## src/rtl/xmem8_pkg.sv

```systemverilog
package xmem8_pkg;

   typedef enum logic [1:0] {
      XS_IDLE = 2'd0,
      XS_STRB = 2'd1,
      XS_GAP  = 2'd2
   } xmem8_state_e;

   typedef enum logic [1:0] {
      XZ_BYTE  = 2'd0,
      XZ_HALF  = 2'd1,
      XZ_WORD  = 2'd2,
      XZ_WORD2 = 2'd3
   } xmem8_size_e;

endpackage

```

## src/rtl/xmem8_cs_decode.sv

```systemverilog
module xmem8_cs_decode #(
   parameter int NUM_CS = 7,
   parameter int SEL_W  = 3
) (
   input  logic              active,
   input  logic [SEL_W-1:0]  sel,
   output logic [NUM_CS-1:0] cs_n
);
   localparam logic [SEL_W-1:0] LAST_CODE = SEL_W'(NUM_CS - 1);

   logic fixed_hit;
   assign fixed_hit = (sel == '0) || (sel > LAST_CODE);

   for (genvar g = 0; g < NUM_CS; g++) begin : g_line
      if (g == 0) begin : g_fixed
         assign cs_n[g] = ~(active & fixed_hit);
      end else begin : g_num
         assign cs_n[g] = ~(active && (sel == SEL_W'(g)));
      end
   end
endmodule

```

## src/rtl/xmem8_sequencer.sv

```systemverilog
module xmem8_sequencer
   import xmem8_pkg::*;
#(
   parameter int WAIT_W = 2,
   parameter int BEAT_W = 2
) (
   input  logic              clk,
   input  logic              rst_n,
   input  logic              start,
   input  logic [BEAT_W-1:0] last_idx,
   input  logic [WAIT_W-1:0] wait_cyc,
   output logic              busy,
   output logic              strobe,
   output logic              capture,
   output logic [BEAT_W-1:0] beat_idx,
   output logic              done
);
   xmem8_state_e      state_q;
   logic [WAIT_W-1:0] cnt_q;
   logic [BEAT_W-1:0] beat_q;
   logic              done_q;

   always_ff @(posedge clk or negedge rst_n) begin
      if (!rst_n) begin
         state_q <= XS_IDLE;
         cnt_q   <= '0;
         beat_q  <= '0;
         done_q  <= 1'b0;
      end else begin
         done_q <= 1'b0;
         unique case (state_q)
            XS_IDLE: begin
               if (start) begin
                  state_q <= XS_STRB;
                  cnt_q   <= '0;
                  beat_q  <= '0;
               end
            end
            XS_STRB: begin
               if (cnt_q == wait_cyc) state_q <= XS_GAP;
               else                   cnt_q   <= cnt_q + 1'b1;
            end
            XS_GAP: begin
               if (beat_q == last_idx) begin
                  state_q <= XS_IDLE;
                  done_q  <= 1'b1;
               end else begin
                  beat_q  <= beat_q + 1'b1;
                  cnt_q   <= '0;
                  state_q <= XS_STRB;
               end
            end
            default: state_q <= XS_IDLE;
         endcase
      end
   end

   assign busy     = (state_q != XS_IDLE);
   assign strobe   = (state_q == XS_STRB);
   assign capture  = strobe && (cnt_q == wait_cyc);
   assign beat_idx = beat_q;
   assign done     = done_q;

   // one-clock completion
   a_r8_done_idle: assert property (@(posedge clk) disable iff (!rst_n)
      done_q |-> (state_q == XS_IDLE));
endmodule

```

## src/rtl/xmem8_lane_steer.sv

```systemverilog
module xmem8_lane_steer #(
   parameter int ADDR_W     = 16,
   parameter int DATA_W     = 8,
   parameter int WORD_BYTES = 4,
   parameter int BEAT_W     = 2
) (
   input  logic                         is_write,
   input  logic [ADDR_W-1:0]            base,
   input  logic [BEAT_W-1:0]            last_idx,
   input  logic [BEAT_W-1:0]            beat_idx,
   input  logic [DATA_W*WORD_BYTES-1:0] wdata,
   output logic [ADDR_W-1:0]            addr,
   output logic [DATA_W-1:0]            wbyte,
   output logic [BEAT_W-1:0]            rd_lane
);
   logic [BEAT_W-1:0] down_off;
   logic [BEAT_W-1:0] offset;
   logic [DATA_W-1:0] lanes [WORD_BYTES];

   assign down_off = last_idx - beat_idx;
   assign offset   = is_write ? down_off : beat_idx;
   assign addr     = base + ADDR_W'(offset);
   assign rd_lane  = down_off;

   for (genvar g = 0; g < WORD_BYTES; g++) begin : g_lane
      assign lanes[g] = wdata[g*DATA_W +: DATA_W];
   end
   assign wbyte = lanes[beat_idx];
endmodule

```

## src/rtl/xmem8_bridge.sv

```systemverilog
module xmem8_bridge
   import xmem8_pkg::*;
#(
   parameter int ADDR_W     = 16,
   parameter int DATA_W     = 8,
   parameter int WORD_BYTES = 4,
   parameter int NUM_CS     = 7,
   parameter int MAX_WAIT   = 2,
   localparam int WORD_W    = DATA_W * WORD_BYTES,
   localparam int SEL_W     = $clog2(NUM_CS),
   localparam int WAIT_W    = (MAX_WAIT > 0) ? $clog2(MAX_WAIT + 1) : 1
) (
   input  logic              clk,
   input  logic              rst_n,
   input  logic              req_valid,
   output logic              req_ready,
   input  logic              req_write,
   input  logic [1:0]        req_size,
   input  logic [ADDR_W-1:0] req_addr,
   input  logic [WORD_W-1:0] req_wdata,
   input  logic [SEL_W-1:0]  req_sel,
   input  logic [WAIT_W-1:0] req_wait,
   output logic              done,
   output logic [WORD_W-1:0] rdata,
   output logic [ADDR_W-1:0] mem_addr,
   output logic [DATA_W-1:0] mem_dout,
   output logic              mem_doe,
   input  logic [DATA_W-1:0] mem_din,
   output logic              mem_rd_n,
   output logic              mem_wr_n,
   output logic [NUM_CS-1:0] mem_cs_n
);
   localparam int BEAT_W  = $clog2(WORD_BYTES);
   localparam int RUN_W   = WAIT_W + 1;

   if (WORD_BYTES != 4) begin : g_bad_word
      $error("xmem8_bridge: size encoding needs WORD_BYTES == 4");
   end
   if (NUM_CS < 2) begin : g_bad_cs
      $error("xmem8_bridge: NUM_CS must be at least 2");
   end
   if (MAX_WAIT < 0) begin : g_bad_wait
      $error("xmem8_bridge: MAX_WAIT must not be negative");
   end

   logic              accept;
   logic              busy, strobe, capture;
   logic [BEAT_W-1:0] beat_idx, rd_lane;
   logic [ADDR_W-1:0] steer_addr;
   logic [DATA_W-1:0] steer_byte;
   logic [WAIT_W-1:0] wait_eff;
   logic [BEAT_W-1:0] last_new;

   logic              wr_q;
   logic [ADDR_W-1:0] base_q;
   logic [WORD_W-1:0] wdata_q;
   logic [SEL_W-1:0]  sel_q;
   logic [BEAT_W-1:0] last_q;
   logic [WAIT_W-1:0] wait_q;
   logic [DATA_W-1:0] rd_lane_q [WORD_BYTES];

   assign accept = req_valid && !busy;

   if (MAX_WAIT == 0) begin : g_nowait
      assign wait_eff = '0;
   end else begin : g_wait
      assign wait_eff = (req_wait > WAIT_W'(MAX_WAIT)) ? WAIT_W'(MAX_WAIT) : req_wait;
   end

   always_comb begin
      unique case (xmem8_size_e'(req_size))
         XZ_BYTE: last_new = BEAT_W'(0);
         XZ_HALF: last_new = BEAT_W'(1);
         default: last_new = BEAT_W'(WORD_BYTES - 1);
      endcase
   end

   always_ff @(posedge clk or negedge rst_n) begin
      if (!rst_n) begin
         wr_q    <= 1'b0;
         base_q  <= '0;
         wdata_q <= '0;
         sel_q   <= '0;
         last_q  <= '0;
         wait_q  <= '0;
      end else if (accept) begin
         wr_q    <= req_write;
         base_q  <= req_addr;
         wdata_q <= req_wdata;
         sel_q   <= req_sel;
         last_q  <= last_new;
         wait_q  <= wait_eff;
      end
   end

   xmem8_sequencer #(.WAIT_W(WAIT_W), .BEAT_W(BEAT_W)) u_seq (
      .clk      (clk),
      .rst_n    (rst_n),
      .start    (accept),
      .last_idx (last_q),
      .wait_cyc (wait_q),
      .busy     (busy),
      .strobe   (strobe),
      .capture  (capture),
      .beat_idx (beat_idx),
      .done     (done)
   );

   xmem8_lane_steer #(
      .ADDR_W(ADDR_W), .DATA_W(DATA_W), .WORD_BYTES(WORD_BYTES), .BEAT_W(BEAT_W)
   ) u_steer (
      .is_write (wr_q),
      .base     (base_q),
      .last_idx (last_q),
      .beat_idx (beat_idx),
      .wdata    (wdata_q),
      .addr     (steer_addr),
      .wbyte    (steer_byte),
      .rd_lane  (rd_lane)
   );

   xmem8_cs_decode #(.NUM_CS(NUM_CS), .SEL_W(SEL_W)) u_cs (
      .active (busy),
      .sel    (sel_q),
      .cs_n   (mem_cs_n)
   );

   for (genvar g = 0; g < WORD_BYTES; g++) begin : g_rlane
      always_ff @(posedge clk or negedge rst_n) begin
         if (!rst_n)                                       rd_lane_q[g] <= '0;
         else if (accept)                                  rd_lane_q[g] <= '0;
         else if (capture && !wr_q && rd_lane == BEAT_W'(g)) rd_lane_q[g] <= mem_din;
      end
      assign rdata[g*DATA_W +: DATA_W] = rd_lane_q[g];
   end

   assign req_ready = !busy;
   assign mem_rd_n  = !(strobe && !wr_q);
   assign mem_wr_n  = !(strobe && wr_q);
   assign mem_doe   = busy && wr_q;
   assign mem_addr  = busy ? steer_addr : '0;
   assign mem_dout  = (busy && wr_q) ? steer_byte : '0;

   // strobe-low run length, kept only for the wait bound check
   logic [RUN_W-1:0] strb_run_q;
   always_ff @(posedge clk or negedge rst_n) begin
      if (!rst_n)                         strb_run_q <= '0;
      else if (mem_rd_n && mem_wr_n)      strb_run_q <= '0;
      else if (strb_run_q != '1)          strb_run_q <= strb_run_q + 1'b1;
   end

   a_r7_one_strobe: assert property (@(posedge clk) disable iff (!rst_n)
      !(!mem_rd_n && !mem_wr_n));
   a_r6_single_cs: assert property (@(posedge clk) disable iff (!rst_n)
      (!mem_rd_n || !mem_wr_n) |-> ($countones(~mem_cs_n) == 1));
   a_r6_cs_held: assert property (@(posedge clk) disable iff (!rst_n)
      (!req_ready && $past(!req_ready)) |-> $stable(mem_cs_n));
   a_r8_done_pulse: assert property (@(posedge clk) disable iff (!rst_n)
      done |=> !done);
   a_r5_run_limit: assert property (@(posedge clk) disable iff (!rst_n)
      strb_run_q <= RUN_W'(MAX_WAIT + 1));
   a_r5_addr_stable: assert property (@(posedge clk) disable iff (!rst_n)
      (!(mem_rd_n && mem_wr_n) && $past(!(mem_rd_n && mem_wr_n))) |-> $stable(mem_addr));
   a_r7_oe_on_write: assert property (@(posedge clk) disable iff (!rst_n)
      !mem_wr_n |-> mem_doe);
   a_r9_busy_not_ready: assert property (@(posedge clk) disable iff (!rst_n)
      !(mem_rd_n && mem_wr_n) |-> !req_ready);
endmodule

```

## config.mk

```make
export PLATFORM = sky130hd
export DESIGN_NAME = xmem8_bridge
export DESIGN_NICKNAME = d
export VERILOG_FILES = /design/src/rtl/xmem8_pkg.sv /design/src/rtl/xmem8_cs_decode.sv /design/src/rtl/xmem8_sequencer.sv /design/src/rtl/xmem8_lane_steer.sv /design/src/rtl/xmem8_bridge.sv
export SDC_FILE = /design/constraint.sdc
export NUM_CORES = 1
export LEC_CHECK = 0
export ABC_CLOCK_PERIOD_IN_PS = 6100
export BUFFER_PORTS_ARGS = -buffer_cell sky130_fd_sc_hd__buf_2
export CAP_MARGIN = 20
export CORE_MARGIN = 8
export CORE_UTILIZATION = 56
export DETAILED_ROUTE_END_ITERATION = 16
export PLACE_DENSITY = 0.82
export REMOVE_ABC_BUFFERS = 1
export SETUP_SLACK_MARGIN = 0.1
export SLEW_MARGIN = 0
export SYNTH_ARGS = -nofsm -noshare
export SYNTH_HDL_FRONTEND = slang
export SYNTH_SLANG_ARGS = --single-unit
```

## constraint.sdc

```tcl
create_clock -name clk -period 6.1 [get_ports clk]
set_input_delay 0.305 -clock clk [delete_from_list [all_inputs] [get_ports clk]]
set_output_delay 0.305 -clock clk [all_outputs]
set_load 0.01 [all_outputs]
```

======== Word level (Yosys, flattened, before mapping) ========
Index checks and enable logic that the tools add are counted.
word-level totals
  flip-flop bits (word level) ............. 95
  input bits .............................. 67
  output and inout port bits .............. 68
  logic and storage cells ................. 111
operators by class
  add/subtract/negate cells ............... 4
  magnitude comparators ................... 3
  equal/unequal tests ..................... 18
  multiplexer cells ....................... 28
  bitwise gates (word level) .............. 9
  reduce and logical (&&, ||, !) cells .... 35
operator list
  cell                   count
  $mux W8                11
  $add A16 B2 Y16        1
  $bmux W8 S2            1
  $logic_and A1 B1 Y1    16
  $mux W16               1
  $mux W2                8
  $pmux W2 S3            2
  $reduce_bool A2 Y1     6
  $eq A3 B3 Y1 const B   3
  $pmux W2 S2            2
  $not A1 Y1             7
  $eq A2 B1 Y1 const B   3
  $eq A2 B2 Y1 const B   3
  $eq A3 B2 Y1 const B   2
  $logic_not A2 Y1       3
  $ne A2 B2 Y1 const B   3
  $add A2 B1 Y2 const B  2
  $eq A2 B2 Y1           2
  $logic_not A1 Y1       4
  $reduce_and A4 Y1      1
  $eq A3 B1 Y1 const B   1
  $ge A3 B3 Y1 const B   1
  $gt A3 B3 Y1 const B   1
  $logic_not A3 Y1       1
  10 further kinds       12

======== Logic depth before layout (Yosys ltp) ========
Gate-level depths: netlist of run 1.
  depth in word-level cells ............... 6
  depth in mapped cells ................... 10
  depth with buffers taken out ............ 10

======== Hierarchy ========
From an unflattened synthesis of run 1, not the netlist that was laid out.
second synthesis, totals
  cells, all modules ...................... 496
  area, all modules ....................... 4610.7 sq um
modules (own cells, without submodules)
  module            times used  cells an instance  area each (sq um)  seq. area each (sq um)
  xmem8_bridge      1           389                3575.9             2202.1
  xmem8_lane_steer  1           58                 580.6              0.0
  xmem8_sequencer   1           37                 387.9              175.2
  xmem8_cs_decode   1           12                 66.3               0.0

======== Worst setup path before layout of run 1 ========
Ideal clock, no wire load.
  path kind ............................... register to output
  start point ............................. register u_seq.beat_q[0], in the netlist u_seq.beat_idx[0]
  end point ............................... output mem_addr[15]
  arrival time ............................ 2.542 ns
  required time ........................... 5.795 ns
  slack ................................... 3.253 ns
  stages on the path, launching flop included .. 9
  buffers on the path ..................... 0
  cells stage by stage .................... dfrtp_1 -> ha_1 -> xnor2_1 -> mux2_2 -> ha_1 -> a21oi_1 -> or4_4 -> or4_1 -> a21oi_1
between the ends
  longest elaborated chain between the ends .. 4
RTL lines
  element                 line                    RTL
  start, declared         xmem8_sequencer.sv:20   logic [BEAT_W-1:0] beat_q;
  start signal, assigned  xmem8_sequencer.sv:48   beat_q <= beat_q + 1'b1;
  $sub A2 B2 Y2           xmem8_lane_steer.sv:20  assign down_off = last_idx - beat_idx;
  $mux W2 *               xmem8_lane_steer.sv:21  assign offset = is_write ? down_off : beat_idx;
  $add A16 B2 Y16 *       xmem8_lane_steer.sv:22  assign addr = base + ADDR_W'(offset);
  $mux W16 *              xmem8_bridge.sv:141     assign mem_addr = busy ? steer_addr : '0;
  end, declared           xmem8_bridge.sv:25      output logic [ADDR_W-1:0] mem_addr,
Mark *: on every way between the ends. The rest lies on a longest branch, timed or not.

======== Final worst setup path of run 1 ========
  start point ............................. register u_seq.beat_q[0], in the netlist u_seq.beat_idx[0]
  end point ............................... output mem_addr[14]
Same word-level chain as after synthesis.

==> results of run 1 <==
-- worst register-to-register path, cell delays in order, from the launching register on --
cell     delay [ns]
dfrtp_1        0.65
ha_1           0.35
xnor2_1        0.34
nand4_1        0.65
mux2i_1        0.42
-- power groups by stage --
stage / Sequential (mW) / Clock, mW / Combinational, mW
final: 1.17 / 0.412 / 1.24
after global routing: 1.22 / 0.443 / 1.40
after CTS: 1.17 / 0.423 / 1.24
after detailed placement: 1.18 / 0 / 1.24
after global placement: 1.16 / 0 / 1.20
after floorplan: 1.16 / 0 / 0.778
-- state kept, by name, indices dropped and copies added (netlist names) --
| register | flops |
|---|---|
| wr_q | 1 |
| last_q | 2 |
| sel_q | 3 |
| u_seq.state_q | 2 |
| u_seq.cnt_q | 2 |
| rdata | 32 |
| wdata_q | 32 |
| base_q | 16 |
| u_seq.done | 1 |
| u_seq.beat_idx | 2 |
| wait_q | 2 |
-- worst paths after layout --
kind | start | slack, ns | depth (start not counted) | endpoint
setup / recovery | u_seq.beat_idx[0] | 2.30 | 10 | mem_addr[14]
setup reg to reg | u_seq.beat_idx[0] | 3.59 | 4 | rdata[16]
min in group asynchronous | rst_n | 0.41 | 2 | rdata[17]
hold reg to reg | wdata_q[9] | 0.48 | 2 | wdata_q[9]
max in group asynchronous | rst_n | 4.57 | 3 | u_seq.state_q[1]
hold / removal | req_wdata[27] | 0.13 | 3 | wdata_q[27]
-- per-layer routing --
metal / wire, um / global-route usage (%) / vias to the layer above
met2: 5460 / 33.8 / 148
met5: 0 / 0 / -
li1: - / - / 1894
met1: 4590 / 24.1 / 1886
met4: 185 / 7.94 / 0
met3: 1150 / 6.90 / 19
-- cells in the mapped netlist (all sizes together) (3+ instances only) --
cell type / number / area share [%]
a21o: 3 / 0.49
a21oi: 10 / 1.1
and2: 3 / 0.41
and3: 10 / 1.4
buf: 6 / 0.57
clkbuf: 24 / 2.0
dfrtp: 95 / 51
ha: 3 / 0.81
inv: 9 / 0.73
mux2i: 33 / 7.2
mux4: 8 / 3.9
nand2: 209 / 17
nand2b: 3 / 0.41
nand3: 4 / 0.43
nand3b: 5 / 0.81
nand4: 6 / 1.1
nand4b: 4 / 0.76
nor2: 17 / 1.4
nor3: 3 / 0.33
nor3b: 3 / 0.49
o21ai: 12 / 1.3
or3: 3 / 0.43
xnor2: 11 / 2.1
xor2: 3 / 0.57
-- through the flow --
stage,hold WS (ns),worst slack [ns],utilization [%]
after global placement,0.271,2.77,65.9
after CTS,0.126,2.27,68.5
after floorplan,0.00941,1.94,-
after detailed placement,0.271,2.67,65.9
after global routing,0.132,1.93,68.8
final,0.130,2.30,68.8
-- area by class of cell --
cell class,instances,area (sq um)
sequential,95,2380
inverter,10,37.5
multi-input combinational,368,2090
fill,690,2530
clock buffer,11,141
timing repair buffer,140,728
tap,105,131
clock inverter,5,56.3
-- what timing repair did --
item / 4_1_cts / 5_1_grt
endpoints found under the setup margin: 0 / 0
endpoints found under the hold margin: 32 / 0
hold buffers: 1 / 0
-- kinds of logic (layout without fill, tap and decap cells) --
kind of cell | Yosys count | count (layout) | share of synthesized area, %
and+or+nand+nor | 278 | 278 | 26.3
DFF | 95 | 95 | 51.5
muxes | 42 | 42 | 11.3
buffers and inverters | 40 | 166 | 3.33
AOI/OAI and AO/OA | 30 | 30 | 3.71
xor gates and xnor gates | 14 | 14 | 2.66
adders and majority gates | 4 | 4 | 1.25
==> run_results.csv, run 1 <==
group,metric,value,unit
clocking,htreeDepth,3,
setup_path,crit_chain,"ha_1, xnor2_1, mux2_2, inv_1, fa_1, nand3b_1, nor4_1, xnor2_1, nor2_1, buf_2",
outcome,status,"complete, no violations",
timing,rsz0062_at_grt,"false",
die,die_x,107,um
global_route,grt_max_degree,65,
clocking,clock-sinks,95,
timing,finalCritPeriodShare,62.2,%
layout,final_cell_mix,"209 x nand2_1, 133 x buf_2, 95 x dfrtp_1",
route,routed_wirelength,11400,um
die,core,8090,sq um
global_route,first_global_vias,4131,
layout,final_area,5560,sq um
timing,max_slew_margin,48.8,%
power,power_frac_comb,43.9,%
setup_path,end_kind,"output pin",
flow_run,maxCapViolCount,0,
global_route,antenna_found_initial,0,
power,switching_share,41.5,%
placement,placed_cells,715,
timing,worst_pin_slew,0.768,ns
synth,synthCells,503,
timing,setup_violations,0,
setup_path,worstPathArrival,3.49,ns
clocking,tritoncts,"done",
synth,synthArstFlopShare,100,%
timing,timing.fmax,263,MHz
placement,placed_area,5330,sq um
clocking,numCtsBuffers,9,
layout,final_cells,734,
setup_path,crit_slowest_cell,"dfrtp_1",
placement,hpwlAfterDp,8350,um
power,peakVddDrop,0.259,mV
power,power.density,508,nW/um^2
route,postRouteAntennaNets,0,
layout,antenna_cells,0,
timing,hold_viol,0,
setup_path,critPathKind,"register to output pin",
synth,synthDistinctLibCells,41,
synth,seq_area_frac_synth,51.5,%
die,fp.dieH,107,um
route,via_per_inst,5.38,
layout,mostFrequentLayoutCell,"nand2_1",
timing,period_minus_slack,3.80,ns
power,seq_power_share,41.5,%
layout,area_delta_synth_final,20.5,%
die,pin_count,135,
route,num_vias,3947,
power,power,2.83,mW
layout,drive_gt1_share,26.7,%
synth,ys.flop_type,"dfrtp_1",
global_route,gr-usage-all-layers,20.5,%
setup_path,crit_required,5.79,ns
clocking,cts_setup_buffers,0,
clocking,clk_pin_slew_worst_paths,0.09,ns
worst_hold_path,hold_class,"input port to register",
global_route,grt_pass1_wl,19100,um
power,internal-power,1.65,mW
setup_path,worst-path-buf-inv,2,
synth,synth-seq-cells,95,
layout,nets,695,
setup_path,cpPeakStageDelay,0.65,ns
clocking,clock-root-buffer,"clkbuf_8",
synth,yosys_warnings,0,
setup_path,cpMostUsedCell,"xnor2_1",
synth,synth_edf_count,0,
synth,synthesis.area,4620,sq um
timing,fin_tns_setup,0,ns
clocking,ctsResizeCount,0,
route,drt_iter0_drc,280,
power,pwr-share-clk,14.6,%
power,p_leak,3.14,nW
route,dr.pass1.iters,4,
die,rows,33,
placement,gp_congestion,0.877,
route,wl_per_cell,15.5,um
setup_path,cpLargestDelayFamily,"adder cells",
placement,io_buffers,134,
clocking,clk_path_buf_depth,2,
setup_path,cp_max_fo,14,
route,drc,0,
timing,clock_skew,0.00885,ns
timing,slew_violations,0,
clocking,insertion_delay,0.36,ns
setup_path,critPathLaunchType,"register",
synth,avgSynthCellArea,9.18,sq um
die,start_util,57.1,%
power,power_switching,1.17,mW
die,die_area,11400,sq um
global_route,overflow,0,
Note: power is estimated with default switching activity, not from simulation.
==> inputs of run 2 (changes only) <==
--- a/config.mk
+++ b/config.mk
@@ -5,13 +5,13 @@
 export SDC_FILE = /design/constraint.sdc
 export NUM_CORES = 1
 export LEC_CHECK = 0
-export ABC_CLOCK_PERIOD_IN_PS = 6100
+export ABC_CLOCK_PERIOD_IN_PS = 3470
 export BUFFER_PORTS_ARGS = -buffer_cell sky130_fd_sc_hd__buf_2
 export CAP_MARGIN = 20
 export CORE_MARGIN = 8
-export CORE_UTILIZATION = 56
+export CORE_UTILIZATION = 47
 export DETAILED_ROUTE_END_ITERATION = 16
-export PLACE_DENSITY = 0.82
+export PLACE_DENSITY = 0.73
 export REMOVE_ABC_BUFFERS = 1
 export SETUP_SLACK_MARGIN = 0.1
 export SLEW_MARGIN = 0
==> constraint.sdc (replaced) <==
create_clock -name clk -period 3.47 [get_ports clk]
set_input_delay 0.1735 -clock clk [delete_from_list [all_inputs] [get_ports clk]]
set_output_delay 0.1735 -clock clk [all_outputs]
set_load 0.01 [all_outputs]
==> run_results.csv, run 2 (synthesized netlist as in run 1, its figures left out) <==
group,metric,value,unit
placement,gp_congestion,0.801,
global_route,first_global_vias,4216,
timing,worst_pin_slew,0.872,ns
clocking,clk_path_buf_depth,2,
placement,placed_cells,748,
flow_run,maxCapViolCount,0,
layout,antenna_cells,0,
clocking,tritoncts,"done",
setup_path,critPathLaunchType,"register",
setup_path,timing.rr.start,"wait_q[1]",
global_route,gr-usage-all-layers,19.4,%
timing,slew_violations,0,
route,num_vias,4001,
clocking,clock-sinks,95,
setup_path,crit_required,3.30,ns
setup_path,cp_max_fo,6,
layout,mostFrequentLayoutCell,"nand2_1",
power,power.density,867,nW/um^2
global_route,grt_pass1_wl,20600,um
die,die_area,13300,sq um
timing,finalCritPeriodShare,93.1,%
route,drt_iter0_drc,257,
die,fp.dieH,115,um
timing,rsz0062_at_grt,"false",
timing,period_minus_slack,3.23,ns
layout,area_delta_synth_final,30.7,%
worst_hold_path,hold_start,"req_wdata[28]",
placement,io_buffers,134,
timing,setup_ws,0.241,ns
route,route.met2.wl,5700,um
layout,drive_gt1_share,26.5,%
timing,setup_violations,0,
die,start_util,47.9,%
layout,final_cells,800,
setup_path,critPathKind,"register to output pin",
die,rows,36,
global_route,antenna_found_initial,1,
clocking,clock-root-buffer,"clkbuf_8",
placement,pre_cts_ws,0.543,ns
timing,max_slew_margin,41.8,%
setup_path,end_kind,"output pin",
setup_path,crit_chain,"xnor2_2, xnor2_2, mux2_4, ha_1, a21oi_1, or4_4, or4_1, a21oi_1, buf_2",
setup_path,worst-path-buf-inv,1,
setup_path,worstPathArrival,3.06,ns
die,die_x,115,um
route,wl_per_cell,15.3,um
power,peakVddDrop,0.404,mV
route,dr.pass1.iters,4,
placement,hpwlAfterDp,8520,um
power,p_leak,3.33,nW
outcome,status,"complete, no violations",
worst_hold_path,hold_class,"input port to register",
route,routed_wirelength,12200,um
clocking,numCtsBuffers,9,
setup_path,cpPeakStageDelay,0.46,ns
clocking,clk_pin_slew_worst_paths,0.10,ns
die,pin_count,135,
die,core,9640,sq um
clocking,insertion_delay,0.37,ns
route,drc,0,
route,wl_met3,888,um
setup_path,cpLargestDelayFamily,"simple AND/OR/NAND/NOR gates",
route,via_per_inst,5.00,
timing,clock_skew,0.00844,ns
global_route,overflow,0,
route,wl_met1,5460,um
clocking,htreeDepth,3,
route,routed.top_layer,"met5",
global_route,grt_max_degree,71,
setup_path,startpoint,"last_q[1]",
layout,nets,733,
layout,final_cell_mix,"209 x nand2_1, 133 x buf_2, 95 x dfrtp_1",
setup_path,crit_slowest_cell,"or4_4",
route,postRouteAntennaNets,0,
timing,hold_viol,0,
timing,timing.fmax,310,MHz
-- run 2: changes by cell type in the layout (fill, tap and decap cells not counted), moves of 2 or more --
cell | previous run | this run
xnor2_2 | 0 | 2
bufinv_16 | 1 | 3
xnor2_1 | 11 | 9
buf_4 | 4 | 11
clkinv_2 | 2 | 0
buf_6 | 2 | 0
dlygate4sd3_1 | 1 | 34
-- run 2: per-stage QoR --
stage,hold WS [ns],util (%),setup TNS (ns),instance area (sq um),total power [mW]
floorplan,-0.122,-,-25.30,4500,3.41
global placement,0.337,56.1,0,5410,4.19
detailed placement,0.345,56.1,0,5410,4.29
CTS,0.000220,62.2,0,6000,5.23
global route,0.00107,62.6,0,6040,5.66
finish,0.00603,62.6,0,6040,5.24
-- run 2: worst min-delay path, stage by stage --
cell     delay, ns
buf_2         0.07
nand2_1       0.04
nand2_1       0.05
-- run 2: final timing paths --
path	end	slack, ns	depth (start not counted)
worst max-delay path	mem_addr[15]	0.24	9
worst min-delay path	wdata_q[28]	0.006	3
worst max register to register	rdata[9]	1.42	4
worst min register to register	wdata_q[23]	0.48	2
max in group asynchronous	rdata[7]	2.10	3
min in group asynchronous	base_q[12]	0.46	2
-- run 2: report_power, final --
part	internal [mW]	total (mW)	leakage [nW]	switching, mW
logic	1.01	2.33	1.99	1.31
registers	1.61	2.01	1.22	0.403
clock network	0.489	0.897	0.122	0.408
-- run 2: final cells by class --
cell class / instances / area [sq um]
Sequential cell: 95 / 2380
Tap cell: 133 / 166
Multi-Input combinational cell: 368 / 2120
Clock inverter: 7 / 126
Clock buffer: 9 / 124
Inverter: 10 / 37.5
Timing Repair Buffer: 178 / 1090
Fill cell: 850 / 3600
-- run 2: what timing repair did --
action,CTS,global route
hold buffers,34,0
gates resized for setup,0,4
endpoints found under the setup margin,0,4
setup buffers,0,2
hold endpoints to repair,102,0
-- run 2: per-layer routing --
metal	GRT usage (%)	vias to the layer above
met2	31.2	121
met1	24.5	1903
met5	0	-
met4	5.52	2
li1	-	1960
met3	6.04	15
==> inputs of run 3 (changes only) <==
--- a/config.mk
+++ b/config.mk
@@ -5,6 +5,7 @@
 export SDC_FILE = /design/constraint.sdc
 export NUM_CORES = 1
 export LEC_CHECK = 0
+export ABC_AREA = 1
 export ABC_CLOCK_PERIOD_IN_PS = 3470
 export BUFFER_PORTS_ARGS = -buffer_cell sky130_fd_sc_hd__buf_2
 export CAP_MARGIN = 20
==> run_results.csv, run 3 <==
group,metric,value,unit
outcome,status,"finished with violations",
outcome,violations,"hold timing",
die,fp.dieH,117,um
timing,slew_violations,0,
global_route,antenna_found_initial,0,
synth,yosys-top-cells-area,"dfrtp_1 50%, nand2_1 17%, nand3_1 7.1%, nor2_1 5.9%, o21ai_0 4.4%",
setup_path,critPathKind,"register to output pin",
synth,synthDistinctLibCells,31,
layout,area_delta_synth_final,19.8,%
placement,io_buffers,134,
timing,setup_violations,0,
route,routed_wirelength,12700,um
setup_path,worstPathArrival,2.89,ns
setup_path,startpoint,"u_seq.beat_idx[1]",
global_route,first_global_vias,4391,
layout,antenna_cells,0,
global_route,grt_pass1_wl,20500,um
setup_path,end_kind,"output pin",
die,pin_count,135,
clocking,htreeDepth,3,
timing,finalCritPeriodShare,88.3,%
setup_path,r2r_cells,7,
power,power,4.82,mW
die,die_area,13700,sq um
global_route,gr-usage-all-layers,18.8,%
synth,synth_top_family_by_area,"simple AND/OR/NAND/NOR gates",
clocking,clock-sinks,95,
clocking,tritoncts,"done",
setup_path,crit_required,3.30,ns
die,rows,37,
synth,synthCells,635,
route,drt_iter0_drc,415,
die,core,10100,sq um
layout,final_cells,901,
die,start_util,47.4,%
timing,fin_tns_setup,0,ns
route,via_per_inst,4.99,
setup_path,crit_slowest_cell,"dfrtp_1",
die,die_x,117,um
setup_path,cpMostUsedCell,"inv_1",
clocking,insertion_delay,0.36,ns
global_route,grt_max_degree,79,
power,power.density,838,nW/um^2
setup_path,worst-path-buf-inv,6,
timing,rsz0062_at_grt,"false",
synth,synth_xor_area_share,0.365,%
setup_path,cpPeakStageDelay,0.46,ns
synth,yosys_warnings,0,
route,wl_per_cell,14.1,um
power,p_leak,3.26,nW
synth,synthArstFlopShare,100,%
layout,multiInputGateArea,2070,sq um
route,dr.pass1.iters,5,
setup_path,critPathLaunchType,"register",
layout,final_cell_mix,"221 x nand2_1, 133 x buf_2, 95 x dfrtp_1",
setup_path,r2r_setup_slack,1.33,ns
timing,worst_pin_slew,0.995,ns
clocking,clk_path_buf_depth,2,
clocking,clk_pin_slew_worst_paths,0.10,ns
layout,fill_cells,983,
timing,hold_ws,-0.0331,ns
flow_run,maxCapViolCount,0,
timing,period_minus_slack,3.06,ns
placement,gp_congestion,0.913,
global_route,overflow,0,
layout,nets,831,
synth,synth_top_cells_by_count,"221 x nand2_1, 95 x dfrtp_1, 76 x nor2_1, 68 x nand3_1, 46 x inv_1",
synth,seq_area_frac_synth,49.5,%
synth,ys.flop_type,"dfrtp_1",
clocking,numCtsBuffers,9,
synth,synthAdderAreaFrac,1.20,%
route,num_vias,4498,
setup_path,cp_max_fo,22,
setup_path,timing.rr.start,"u_seq.state_q[0]",
setup_path,endpoint,"mem_addr[6]",
route,drc,0,
timing,timing.fmax,326,MHz
synth,avgSynthCellArea,7.56,sq um
route,postRouteAntennaNets,0,
synth,synth_edf_count,0,
timing,clock_skew,0.0208,ns
setup_path,cp.depth,15,
worst_hold_path,hold_class,"input port to async pin",
synth,synth-compound-area-share,6.75,%
layout,area.sequential,2380,sq um
synth,synthSimpleGateAreaFrac,34.5,%
synth,synthesis.area,4800,sq um
power,peakVddDrop,0.311,mV
layout,drive_gt1_share,23.4,%
setup_path,cpLargestDelayFamily,"buffers and inverters",
synth,yosysTopAreaCell,"dfrtp_1",
layout,mostFrequentLayoutCell,"nand2_1",
timing,hold_viol,23,
clocking,clock-root-buffer,"clkbuf_8",
synth,synth-seq-cells,95,
timing,max_slew_margin,33.7,%
synth,synth_most_common_cell,"nand2_1",
placement,placed_cells,885,
setup_path,r2r_end,"rdata[8]",
synth,synth.top_cell.area_share,49.5,%
setup_path,crit_chain,"inv_4, nand2_1, nand3_1, nand2_4, o21ai_2, inv_1, fa_1, inv_1, nand2_1, inv_1, nand2_1, inv_1, o21ai_0, a21oi_1, buf_2",
placement,hpwlAfterDp,9240,um
synth,synthMuxAreaShare,0,%
[run 3: cell families after synthesis]
group                      after synthesis
buffers and inverters                   80
xor gates and xnor gates                 2
DFF                                     95
AOI/OAI and AO/OA                       63
and+or+nand+nor                        391
adders and majority gates                4
[run 3: worst min-delay path by stage]
| stage | from | end | slack (ns) | cells past startpoint |
|---|---|---|---|---|
| after floorplan | rst_n | base_q[0] | -0.12 | 0 |
| after global placement | req_wdata[11] | wdata_q[11] | 0.37 | 3 |
| after detailed placement | req_wdata[10] | wdata_q[10] | 0.38 | 3 |
| after CTS | req_wdata[0] | wdata_q[0] | 0.001 | 3 |
| after global routing | req_wdata[13] | wdata_q[13] | 0.003 | 3 |
| final | rst_n | base_q[13] | -0.03 | 1 |
[run 3: layer usage]
| layer | vias up | wire length [um] | track usage, % |
|---|---|---|---|
| li1 | 2255 | - | - |
| met1 | 2101 | 5500 | 24.2 |
| met2 | 128 | 6230 | 31.4 |
| met3 | 14 | 795 | 3.08 |
| met4 | 0 | 145 | 6.31 |
| met5 | - | 0 | 0 |
[run 3: where the power goes]
group,total [mW],switching (mW),internal [mW]
sequential,1.86,0.300,1.56
combinational,2.20,1.44,0.758
clock,0.757,0.402,0.356
total,4.82,2.14,2.68
[run 3: area by class of cell]
class / instances / area share, %
timing repair buffer: 142 / 12.7
inverter: 52 / 3.44
clock buffer: 10 / 2.39
clock inverter: 6 / 1.17
multi-input combinational: 460 / 36.0
tap: 136 / 2.96
sequential: 95 / 41.3
[run 3: timing repair]
action | in CTS | in global routing
resized for setup | 0 | 5
hold buffers | 0 | 0
setup buffers | 0 | 0
endpoints found under the setup margin | 0 | 5
[run 3: per-stage QoR]
| stage | utilization, % | hold WS [ns] | cell area (sq um) | setup slack (ns) |
|---|---|---|---|---|
| 6_report | 56.7 | -0.0331 | 5750 | 0.407 |
| 5_1_grt | 56.7 | 0.00332 | 5750 | 0.0951 |
| 4_1_cts | 56.6 | 0.000983 | 5740 | 0.121 |
| 3_5_place_dp | 54.6 | 0.377 | 5530 | 0.519 |
| 3_3_place_gp | 54.6 | 0.374 | 5530 | 0.709 |
| 2_1_floorplan | - | -0.122 | 4630 | 0.743 |
